$ cat src/rtl/cond_eval_pkg.sv
package cond_eval_pkg;

    // Qualifier encoding of each 2-bit decision field
    typedef enum logic [1:0] {
        QUAL_NEVER  = 2'b00,
        QUAL_IFSET  = 2'b01,
        QUAL_IFCLR  = 2'b10,
        QUAL_ALWAYS = 2'b11
    } qual_e;

    // Sequencer states for the time-shared variant
    typedef enum logic [1:0] {
        ST_IDLE   = 2'd0,
        ST_WAIT   = 2'd1,
        ST_IRQ    = 2'd2,
        ST_BRANCH = 2'd3
    } seq_e;

    localparam int COND_W = 4;
    localparam int QUAL_W = 2;

endpackage

$ cat src/rtl/cond_match.sv
module cond_match
    import cond_eval_pkg::*;
#(
    parameter int SEL_W    = 32,
    parameter int MASK_LSB = 16,
    parameter int VAL_LSB  = 0
) (
    input  logic [COND_W-1:0] dev_status,
    input  logic [SEL_W-1:0]  sel,
    output logic              match
);

    logic [COND_W-1:0] fld_mask;
    logic [COND_W-1:0] fld_val;
    logic              unused_sel_bits;

    assign fld_mask        = sel[MASK_LSB +: COND_W];
    assign fld_val         = sel[VAL_LSB  +: COND_W];
    assign unused_sel_bits = ^sel;

    always_comb begin
        match = ((dev_status & fld_mask) == (fld_val & fld_mask));
    end

endmodule

$ cat src/rtl/cond_qual.sv
module cond_qual
    import cond_eval_pkg::*;
(
    input  qual_e qual,
    input  logic  match,
    output logic  decide
);

    always_comb begin
        unique case (qual)
            QUAL_NEVER:  decide = 1'b0;
            QUAL_IFSET:  decide = match;
            QUAL_IFCLR:  decide = ~match;
            QUAL_ALWAYS: decide = 1'b1;
        endcase
    end

endmodule

$ cat src/rtl/cond_eval_top.sv
module cond_eval_top
    import cond_eval_pkg::*;
#(
    parameter bit SHARED   = 1'b1,
    parameter int SEL_W    = 32,
    parameter int CMD_W    = 6,
    parameter int MASK_LSB = 16,
    parameter int VAL_LSB  = 0,
    parameter int IRQ_LSB  = 4,
    parameter int BR_LSB   = 2,
    parameter int WAIT_LSB = 0
) (
    input  logic              clk,
    input  logic              rst_n,
    input  logic              start,
    input  logic [CMD_W-1:0]  cmd_ctl,
    input  logic [COND_W-1:0] dev_status,
    input  logic [SEL_W-1:0]  irq_sel,
    input  logic [SEL_W-1:0]  branch_sel,
    input  logic [SEL_W-1:0]  wait_sel,
    output logic              busy,
    output logic              result_valid,
    output logic              irq_req,
    output logic              branch_take,
    output logic              wait_hold
);

    localparam int N_DEC = 3;

    generate
        if (SHARED) begin : g_shared
            seq_e              state, state_nx;
            logic [CMD_W-1:0]  cap_cmd;
            logic [COND_W-1:0] cap_stat;
            logic [SEL_W-1:0]  cap_isel, cap_bsel, cap_wsel;
            logic [QUAL_W-1:0] cur_qual;
            logic [SEL_W-1:0]  cur_sel;
            logic              cur_match, cur_dec;
            logic              part_wait, part_irq;
            logic              accept;

            assign accept = start && (state == ST_IDLE);

            // state register
            always_ff @(posedge clk or negedge rst_n) begin
                if (!rst_n) state <= ST_IDLE;
                else        state <= state_nx;
            end

            // next state
            always_comb begin
                state_nx = state;
                unique case (state)
                    ST_IDLE:   if (start) state_nx = ST_WAIT;
                    ST_WAIT:   state_nx = ST_IRQ;
                    ST_IRQ:    state_nx = ST_BRANCH;
                    ST_BRANCH: state_nx = ST_IDLE;
                endcase
            end

            // operand steering per state
            always_comb begin
                unique case (state)
                    ST_WAIT: begin
                        cur_qual = cap_cmd[WAIT_LSB +: QUAL_W];
                        cur_sel  = cap_wsel;
                    end
                    ST_IRQ: begin
                        cur_qual = cap_cmd[IRQ_LSB +: QUAL_W];
                        cur_sel  = cap_isel;
                    end
                    ST_IDLE, ST_BRANCH: begin
                        cur_qual = cap_cmd[BR_LSB +: QUAL_W];
                        cur_sel  = cap_bsel;
                    end
                endcase
            end

            assign busy = (state != ST_IDLE);

            cond_match #(
                .SEL_W(SEL_W), .MASK_LSB(MASK_LSB), .VAL_LSB(VAL_LSB)
            ) u_match (
                .dev_status(cap_stat),
                .sel       (cur_sel),
                .match     (cur_match)
            );

            cond_qual u_qual (
                .qual  (qual_e'(cur_qual)),
                .match (cur_match),
                .decide(cur_dec)
            );

            // capture, partial results and publication
            always_ff @(posedge clk or negedge rst_n) begin
                if (!rst_n) begin
                    cap_cmd      <= '0;
                    cap_stat     <= '0;
                    cap_isel     <= '0;
                    cap_bsel     <= '0;
                    cap_wsel     <= '0;
                    part_wait    <= 1'b0;
                    part_irq     <= 1'b0;
                    result_valid <= 1'b0;
                    irq_req      <= 1'b0;
                    branch_take  <= 1'b0;
                    wait_hold    <= 1'b0;
                end else begin
                    result_valid <= 1'b0;
                    if (accept) begin
                        cap_cmd  <= cmd_ctl;
                        cap_stat <= dev_status;
                        cap_isel <= irq_sel;
                        cap_bsel <= branch_sel;
                        cap_wsel <= wait_sel;
                    end
                    unique case (state)
                        ST_WAIT: part_wait <= cur_dec;
                        ST_IRQ:  part_irq  <= cur_dec;
                        ST_BRANCH: begin
                            wait_hold    <= part_wait;
                            irq_req      <= part_irq;
                            branch_take  <= cur_dec;
                            result_valid <= 1'b1;
                        end
                        ST_IDLE: ;
                    endcase
                end
            end
        end else begin : g_parallel
            logic [SEL_W-1:0]  slot_sel [N_DEC];
            logic [QUAL_W-1:0] slot_q   [N_DEC];
            logic [N_DEC-1:0]  slot_dec;

            // slot 0 = wait, 1 = interrupt, 2 = branch
            assign slot_sel[0] = wait_sel;
            assign slot_sel[1] = irq_sel;
            assign slot_sel[2] = branch_sel;
            assign slot_q[0]   = cmd_ctl[WAIT_LSB +: QUAL_W];
            assign slot_q[1]   = cmd_ctl[IRQ_LSB  +: QUAL_W];
            assign slot_q[2]   = cmd_ctl[BR_LSB   +: QUAL_W];

            for (genvar g = 0; g < N_DEC; g++) begin : g_slot
                logic slot_match;

                cond_match #(
                    .SEL_W(SEL_W), .MASK_LSB(MASK_LSB), .VAL_LSB(VAL_LSB)
                ) u_match (
                    .dev_status(dev_status),
                    .sel       (slot_sel[g]),
                    .match     (slot_match)
                );

                cond_qual u_qual (
                    .qual  (qual_e'(slot_q[g])),
                    .match (slot_match),
                    .decide(slot_dec[g])
                );
            end

            assign busy = 1'b0;

            always_ff @(posedge clk or negedge rst_n) begin
                if (!rst_n) begin
                    result_valid <= 1'b0;
                    irq_req      <= 1'b0;
                    branch_take  <= 1'b0;
                    wait_hold    <= 1'b0;
                end else begin
                    result_valid <= start;
                    if (start) begin
                        wait_hold   <= slot_dec[0];
                        irq_req     <= slot_dec[1];
                        branch_take <= slot_dec[2];
                    end
                end
            end
        end
    endgenerate

endmodule

$ cat config.mk
export PLATFORM = sky130hd
export DESIGN_NAME = cond_eval_top
export DESIGN_NICKNAME = d
export VERILOG_FILES = /design/src/rtl/cond_eval_pkg.sv /design/src/rtl/cond_match.sv /design/src/rtl/cond_qual.sv /design/src/rtl/cond_eval_top.sv
export SDC_FILE = /design/constraint.sdc
export NUM_CORES = 1
export LEC_CHECK = 0
export BUFFER_PORTS_ARGS = -buffer_cell sky130_fd_sc_hd__buf_2
export CORE_UTILIZATION = 43
export CTS_CLUSTER_DIAMETER = 120
export DETAILED_ROUTE_END_ITERATION = 7
export GPL_ROUTABILITY_DRIVEN = 1
export PLACE_DENSITY = 0.91
export SYNTH_ARGS = -nofsm -noshare
export SYNTH_HDL_FRONTEND = slang
export SYNTH_SLANG_ARGS = --single-unit
export TNS_END_PERCENT = 30
$ cat constraint.sdc
create_clock -name clk -period 3.2 [get_ports clk]
set_input_delay 0.32 -clock clk [delete_from_list [all_inputs] [get_ports clk]]
set_output_delay 0.32 -clock clk [all_outputs]
set_load 0.02 [all_outputs]
==> qor.csv, run 1 <==
stage;metric;value;unit
cts;Reg clk slew, reported paths;80;ps
cts;hold_buf cts;0;
cts;htree depth;2;
synthesis;Synth area leader;dfrtp_1;
synthesis;YS warnings;0;
detailed_routing;Vias;1250;
run_status;outcome;finished clean;
placement;RD Place Congestion;0.755;
floorplan;core area;4140;sq um
synthesis;Synth Net Count;260;
synthesis;Syn Area/Cell;13.1;sq um
timing;Final Max Tran Viols;0;
synthesis;Synth top area share;55.0;%
critical_path;slowest stage delay, CP;550;ps
timing;Slew @ Worst Pin;919;ps
cts;CTS tree;built;
synthesis;synthesized cell area;1910;sq um
finish;# nets final;306;
timing;Slew headroom;38.7;%
placement;HPWL Detailed;2.50;mm
synthesis;post-synthesis cell type count;23;
cts;Post-CTS Resized;0;
critical_path;crit path kind;reg2reg;
critical_path;CP startpoint kind;register;
floorplan;Starting Density;46.1;%
synthesis;Yosys reg bits;42;
finish;Core Util, Final;55.1;%
detailed_routing;mean routed wirelength per cell;14.1;microns
floorplan;row count;23;
cts;CTS Buffer Depth;2;
detailed_routing;antenna-violating nets left;0;
synthesis;Gate Count Post-Synth;146;
critical_path;Data arrival, critical path;2840;ps
cts;cts bufs inserted;5;
timing;setup ws final;528;ps
critical_path;Worst Path Buf+Inv;2;
detailed_routing;drt total wl;3.43;mm
floorplan;Die Ht;68.7;microns
finish;Antenna diodes;0;
critical_path;worst r2r path cells;8;
placement;IO buf count;41;
critical_path;CP delay by family, top;simple AND/OR/NAND/NOR gates;
global_routing;initial antenna violation count;0;
timing;# setup viols final;0;
detailed_routing;1st-pass router iterations;4;
detailed_routing;vias per std cell;5.14;
detailed_routing;initial drt markers;47;
timing;RSZ-0062 raised after global routing;false;
global_routing;first-pass GRT wire length;5.39;mm
critical_path;Critical Path RT;3370;ps
power_and_ir_drop;Peak supply drop;0.000489;V
synthesis;Synth area leaders;dfrtp_1, mux2_2, ha_1, a22oi_1, o21ai_0;
global_routing;vias in the first global route;1180;
critical_path;Max FO, Critical Path;9;
global_routing;grt ovf;0;
timing;Setup TNS Final;0;ps
global_routing;Total Routing Usage GR;16.2;%
critical_path;Worst Setup End Kind;register;
timing;f_max;374;MHz
global_routing;largest net degree at the start of global routing;43;
finish;most frequent cells in the layout;dfrtp_1, buf_2, mux2_2;
cts;Post-CTS Setup Bufs;0;
timing;fin crit share;83.5;%
critical_path;Stages on worst setup path;8;
detailed_routing;DRC viols;0;
placement;Placed Instances;235;
timing;Hold Fails Final Rpt;0;
run;max cap viols;0;
power_and_ir_drop;pwr/cell area;1050;nW/um^2
cts;root buf cell;clkbuf_8;
synthesis;sequential element share of the synthesized area;55.0;%
critical_path;CP cell instances;inv_1, ha_1, clkinv_1, a221oi_1, nor3_1, or4_4, mux2i_1, o21ai_0;
cts;clock tree sinks;42;
floorplan;DIE WIDTH;68.7;microns
finish;area delta synth->final;19.6;%
worst_hold_path;Hold WC Path Type;in2async;
power_and_ir_drop;static leakage;1.06;nW
critical_path;CP max-delay cell;or4_4;
finish;commonest non-fill, non-tap cell in the layout;dfrtp_1;
finish;fin cells;243;
timing;Tmin final;2670;ps
floorplan;die area;4710;sq um
placement;Place WS;509;ps
floorplan;I/O Pins;114;
finish;layout cell share with drive strength beyond 1;44.6;%
timing;Final Skew;6.31;ps
cts;clk_lat worst skew;290;ps
[cell usage after synthesis]
cell       n
a21boi_0   3
a22o_1     1
nor2b_1    2
nand2_1    6
o21ai_0    9
nand3_1    1
and2_1     2
a22oi_1    7
dfrtp_1   42
nor3_1     3
o31ai_1    1
mux2_2    36
mux2i_1    4
xor2_1     4
clkbuf_1   4
a31o_1     1
or4_4      1
inv_1      6
nand2b_1   3
a221oi_1   3
or3_1      1
clkinv_1   1
ha_1       5
[final cells by class]
cell class              instances  area [sq um]
fillers                       363          1860
flip-flops and latches         42          1050
multi-input cells              93           818
clock buffers                   7          76.3
repair buffers                 43           220
inverters                       7          26.3
well taps                      50          62.6
clock inverters                 1          30.0
[metrics by stage]
step | hold slack (ps) | cell area (sq um) | power, mW
after floorplan | 24.4 | 1910 | 1.74
after global placement | 485 | 2180 | 1.95
after detailed placement | 492 | 2180 | 2.00
after CTS | 187 | 2280 | 2.41
after global routing | 230 | 2280 | 2.57
final | 157 | 2280 | 2.39
[sequential cells by signal, indices dropped and copies added, names as in the netlist]
name	cells
branch_take	1
g_shared.cap_cmd	6
wait_hold	1
g_shared.cap_isel	8
g_shared.part_irq	1
g_shared.part_wait	1
g_shared.cap_bsel	8
irq_req	1
g_shared.cap_stat	4
g_shared.cap_wsel	8
result_valid	1
g_shared.state	2
[metal layers]
layer | up-vias | track usage (%) | wire (microns)
met1 | 591 | 21.1 | 1590
met4 | 0 | 7.03 | 60
met2 | 34 | 25.1 | 1620
met5 | - | 0 | 0
li1 | 617 | - | -
met3 | 8 | 4.28 | 159
[final timing paths]
path,start,to,slack (ps)
max reg2reg,g_shared.state[0],g_shared.part_irq,530
max in group asynchronous,rst_n,g_shared.cap_wsel[2],2460
min,rst_n,irq_req,160
min in group clk,start,g_shared.state[1],230
max,g_shared.state[0],g_shared.part_irq,530
min reg2reg,wait_hold,wait_hold,510
[cells by family after synthesis]
group           Yosys count  synth area share [%]
simple gates             19                  5.43
flops                    42                  55.0
xor+xnor                  4                  1.83
buf+inv                  11                  2.16
compound gates           25                  8.97
mux                      40                  23.3
fa+ha+maj                 5                  3.27
[power by group]
part / total (mW) / switching (mW) / internal, mW
logic: 1.02 / 0.470 / 0.547
registers: 0.972 / 0.172 / 0.800
clock network: 0.404 / 0.170 / 0.233
total: 2.39 / 0.813 / 1.58
[worst register-to-register path, cell delays in order, from the launching register on]
cell	delay [ps]
dfrtp_1	430
inv_1	90
ha_1	370
clkinv_1	290
a221oi_1	330
nor3_1	110
or4_4	550
mux2i_1	260
o21ai_0	130
(Power assumes the default switching activity.)
==> run 2, diff against run 1 <==
Settings changed: CORE_UTILIZATION 43 to 39, PLACE_DENSITY 0.91 to 0.88.
Clock period 3.2 ns to 2.3 ns, I/O delays scaled along.
==> run 2 against run 1 <==
Effect of this change:
- flip-flop and latch count did not move
- clock power grew 45%
- worst setup slack worse by 520 ps
- critical path type unchanged
==> qor.csv, run 2 (same netlist as run 1, synthesis figures left out) <==
stage;metric;value;unit
run_status;outcome;finished clean;
cts;CTS Buffer Depth;2;
finish;register area;1050;sq um
finish;largest registers;g_shared.cap_bsel x8, g_shared.cap_isel x8, g_shared.cap_wsel x8;
detailed_routing;Vias;1343;
timing;Hold Fails Final Rpt;0;
floorplan;row count;25;
timing;Final Skew;8.54;ps
floorplan;DIE WIDTH;72.0;microns
power_and_ir_drop;static leakage;1.11;nW
timing;f_max;437;MHz
finish;fin cells;267;
finish;# fillers;435;
power_and_ir_drop;switching part of the total;35.2;%
timing;# setup viols final;0;
critical_path;CP startpoint kind;register;
placement;Place WS;-126;ps
finish;layout cell share with drive strength beyond 1;51.5;%
global_routing;grt ovf;0;
cts;clk_lat worst skew;300;ps
critical_path;R2R Setup Slk;10;ps
run;max cap viols;0;
placement;IO buf count;41;
finish;Multi-input gate area;862;sq um
placement;Placed Instances;259;
floorplan;die area;5180;sq um
critical_path;crit path kind;reg2reg;
finish;# nets final;313;
finish;Antenna diodes;0;
critical_path;Critical path destination;g_shared.part_wait;
critical_path;worst setup path start;g_shared.state[0];
cts;root buf cell;clkbuf_8;
detailed_routing;1st-pass router iterations;4;
cts;cts bufs inserted;5;
critical_path;RR Startpoint;g_shared.state[0];
critical_path;Data arrival, critical path;2520;ps
detailed_routing;drt total wl;3.86;mm
timing;Slew @ Worst Pin;920;ps
global_routing;largest net degree at the start of global routing;43;
finish;commonest non-fill, non-tap cell in the layout;dfrtp_1;
timing;Tmin final;2290;ps
timing;setup ws final;12.8;ps
power_and_ir_drop;Clk pwr share;15.7;%
placement;HPWL Detailed;2.74;mm
worst_hold_path;Hold WC Path Type;in2async;
cts;Post-CTS Setup Bufs;0;
critical_path;RR Endpoint;g_shared.part_wait;
global_routing;initial antenna violation count;0;
cts;hold_buf cts;0;
critical_path;Max FO, Critical Path;4;
detailed_routing;vias per std cell;5.03;
detailed_routing;initial drt markers;55;
global_routing;vias in the first global route;1363;
timing;RSZ-0062 raised after global routing;true;
power_and_ir_drop;Sw Pwr;1.32;mW
timing;Setup TNS Final;0;ps
finish;Core Util, Final;51.3;%
detailed_routing;DRC viols;0;
cts;CTS tree;built;
timing;fin crit share;99.4;%
global_routing;Total Routing Usage GR;16.0;%
timing;Slew headroom;38.6;%
power_and_ir_drop;pwr/cell area;1540;nW/um^2
cts;clock tree sinks;42;
cts;Reg clk slew, reported paths;80;ps
placement;RD Place Congestion;0.752;
cts;htree depth;2;
critical_path;worst r2r path cells;10;
critical_path;Critical Path RT;2530;ps
power_and_ir_drop;Int Pwr;2.42;mW
floorplan;I/O Pins;114;
timing;Final Max Tran Viols;0;
floorplan;core area;4720;sq um
global_routing;first-pass GRT wire length;6.18;mm
floorplan;Die Ht;72.0;microns
power_and_ir_drop;Seq pwr share;36.9;%
power_and_ir_drop;Gate power share;47.4;%
critical_path;Worst Setup End Kind;register;
power_and_ir_drop;total power;3.74;mW
floorplan;Starting Density;40.5;%
power_and_ir_drop;Peak supply drop;0.000805;V
detailed_routing;antenna-violating nets left;0;
finish;area delta synth->final;26.8;%
detailed_routing;mean routed wirelength per cell;14.4;microns
finish;most frequent cells in the layout;dfrtp_1, buf_2, mux2_2;
[run 2: cell types whose count changed in the layout (fill, tap and decap cells not counted), sizes merged]
cell and change:
clkinv +1, buf +7, inv +1, clkbuf -2
[run 2: layout make-up]
type	count	share of cell area (%)
multi-input cells	93	35.6
well taps	67	3.46
inverters	7	1.14
flip-flops and latches	42	43.4
clock inverters	3	1.81
repair buffers	50	11.8
clock buffers	5	2.84
[run 2: per-stage QoR]
step	hold slack [ps]	cell area, sq um
floorplan	-65.6	1910
global placement	403	2260
detailed placement	414	2260
CTS	79.6	2420
global route	136	2420
finish	58.4	2420
[run 2: worst max-delay path, stage by stage, from the launching register on]
cell and delay (ps):
dfrtp_1 400, inv_2 90, ha_4 210, buf_4 130, buf_4 130, nand2b_1 130, a21boi_1 130, nor3_1 80
or4_4 570, mux2i_4 210, o21ai_1 130
[run 2: power by group through the flow]
stage	sequential, mW	clock, mW	combinational [mW]
final	1.38	0.587	1.77
after global routing	1.42	0.633	1.94
after CTS	1.37	0.604	1.76
after detailed placement	1.37	0	1.59
after global placement	1.34	0	1.53
after floorplan	1.33	0	1.10
[run 2: what timing repair did]
| item | 4_1_cts | 5_1_grt |
|---|---|---|
| endpoints found under the setup margin | 3 | 3 |
| gates resized for setup | 14 | 1 |
| hold endpoints to repair | 0 | 0 |
| pin swaps | 5 | 1 |
[run 2: metal layers]
layer	part of all wire (%)	GRT usage (%)	up-vias
met5	0	0	-
li1	-	-	632
met2	50	27.1	38
met1	43	18.7	661
met4	2.8	8.06	0
met3	4.3	4.44	12
[run 2: how the worst min path moves through the flow]
stage | start | endpoint | slack (ps) | cells past startpoint
6_report | rst_n | result_valid | 60 | 1
5_1_grt | rst_n | result_valid | 140 | 1
4_1_cts | rst_n | result_valid | 80 | 1
3_5_place_dp | rst_n | result_valid | 410 | 1
3_3_place_gp | rst_n | wait_hold | 400 | 1
2_1_floorplan | rst_n | branch_take | -70 | 0
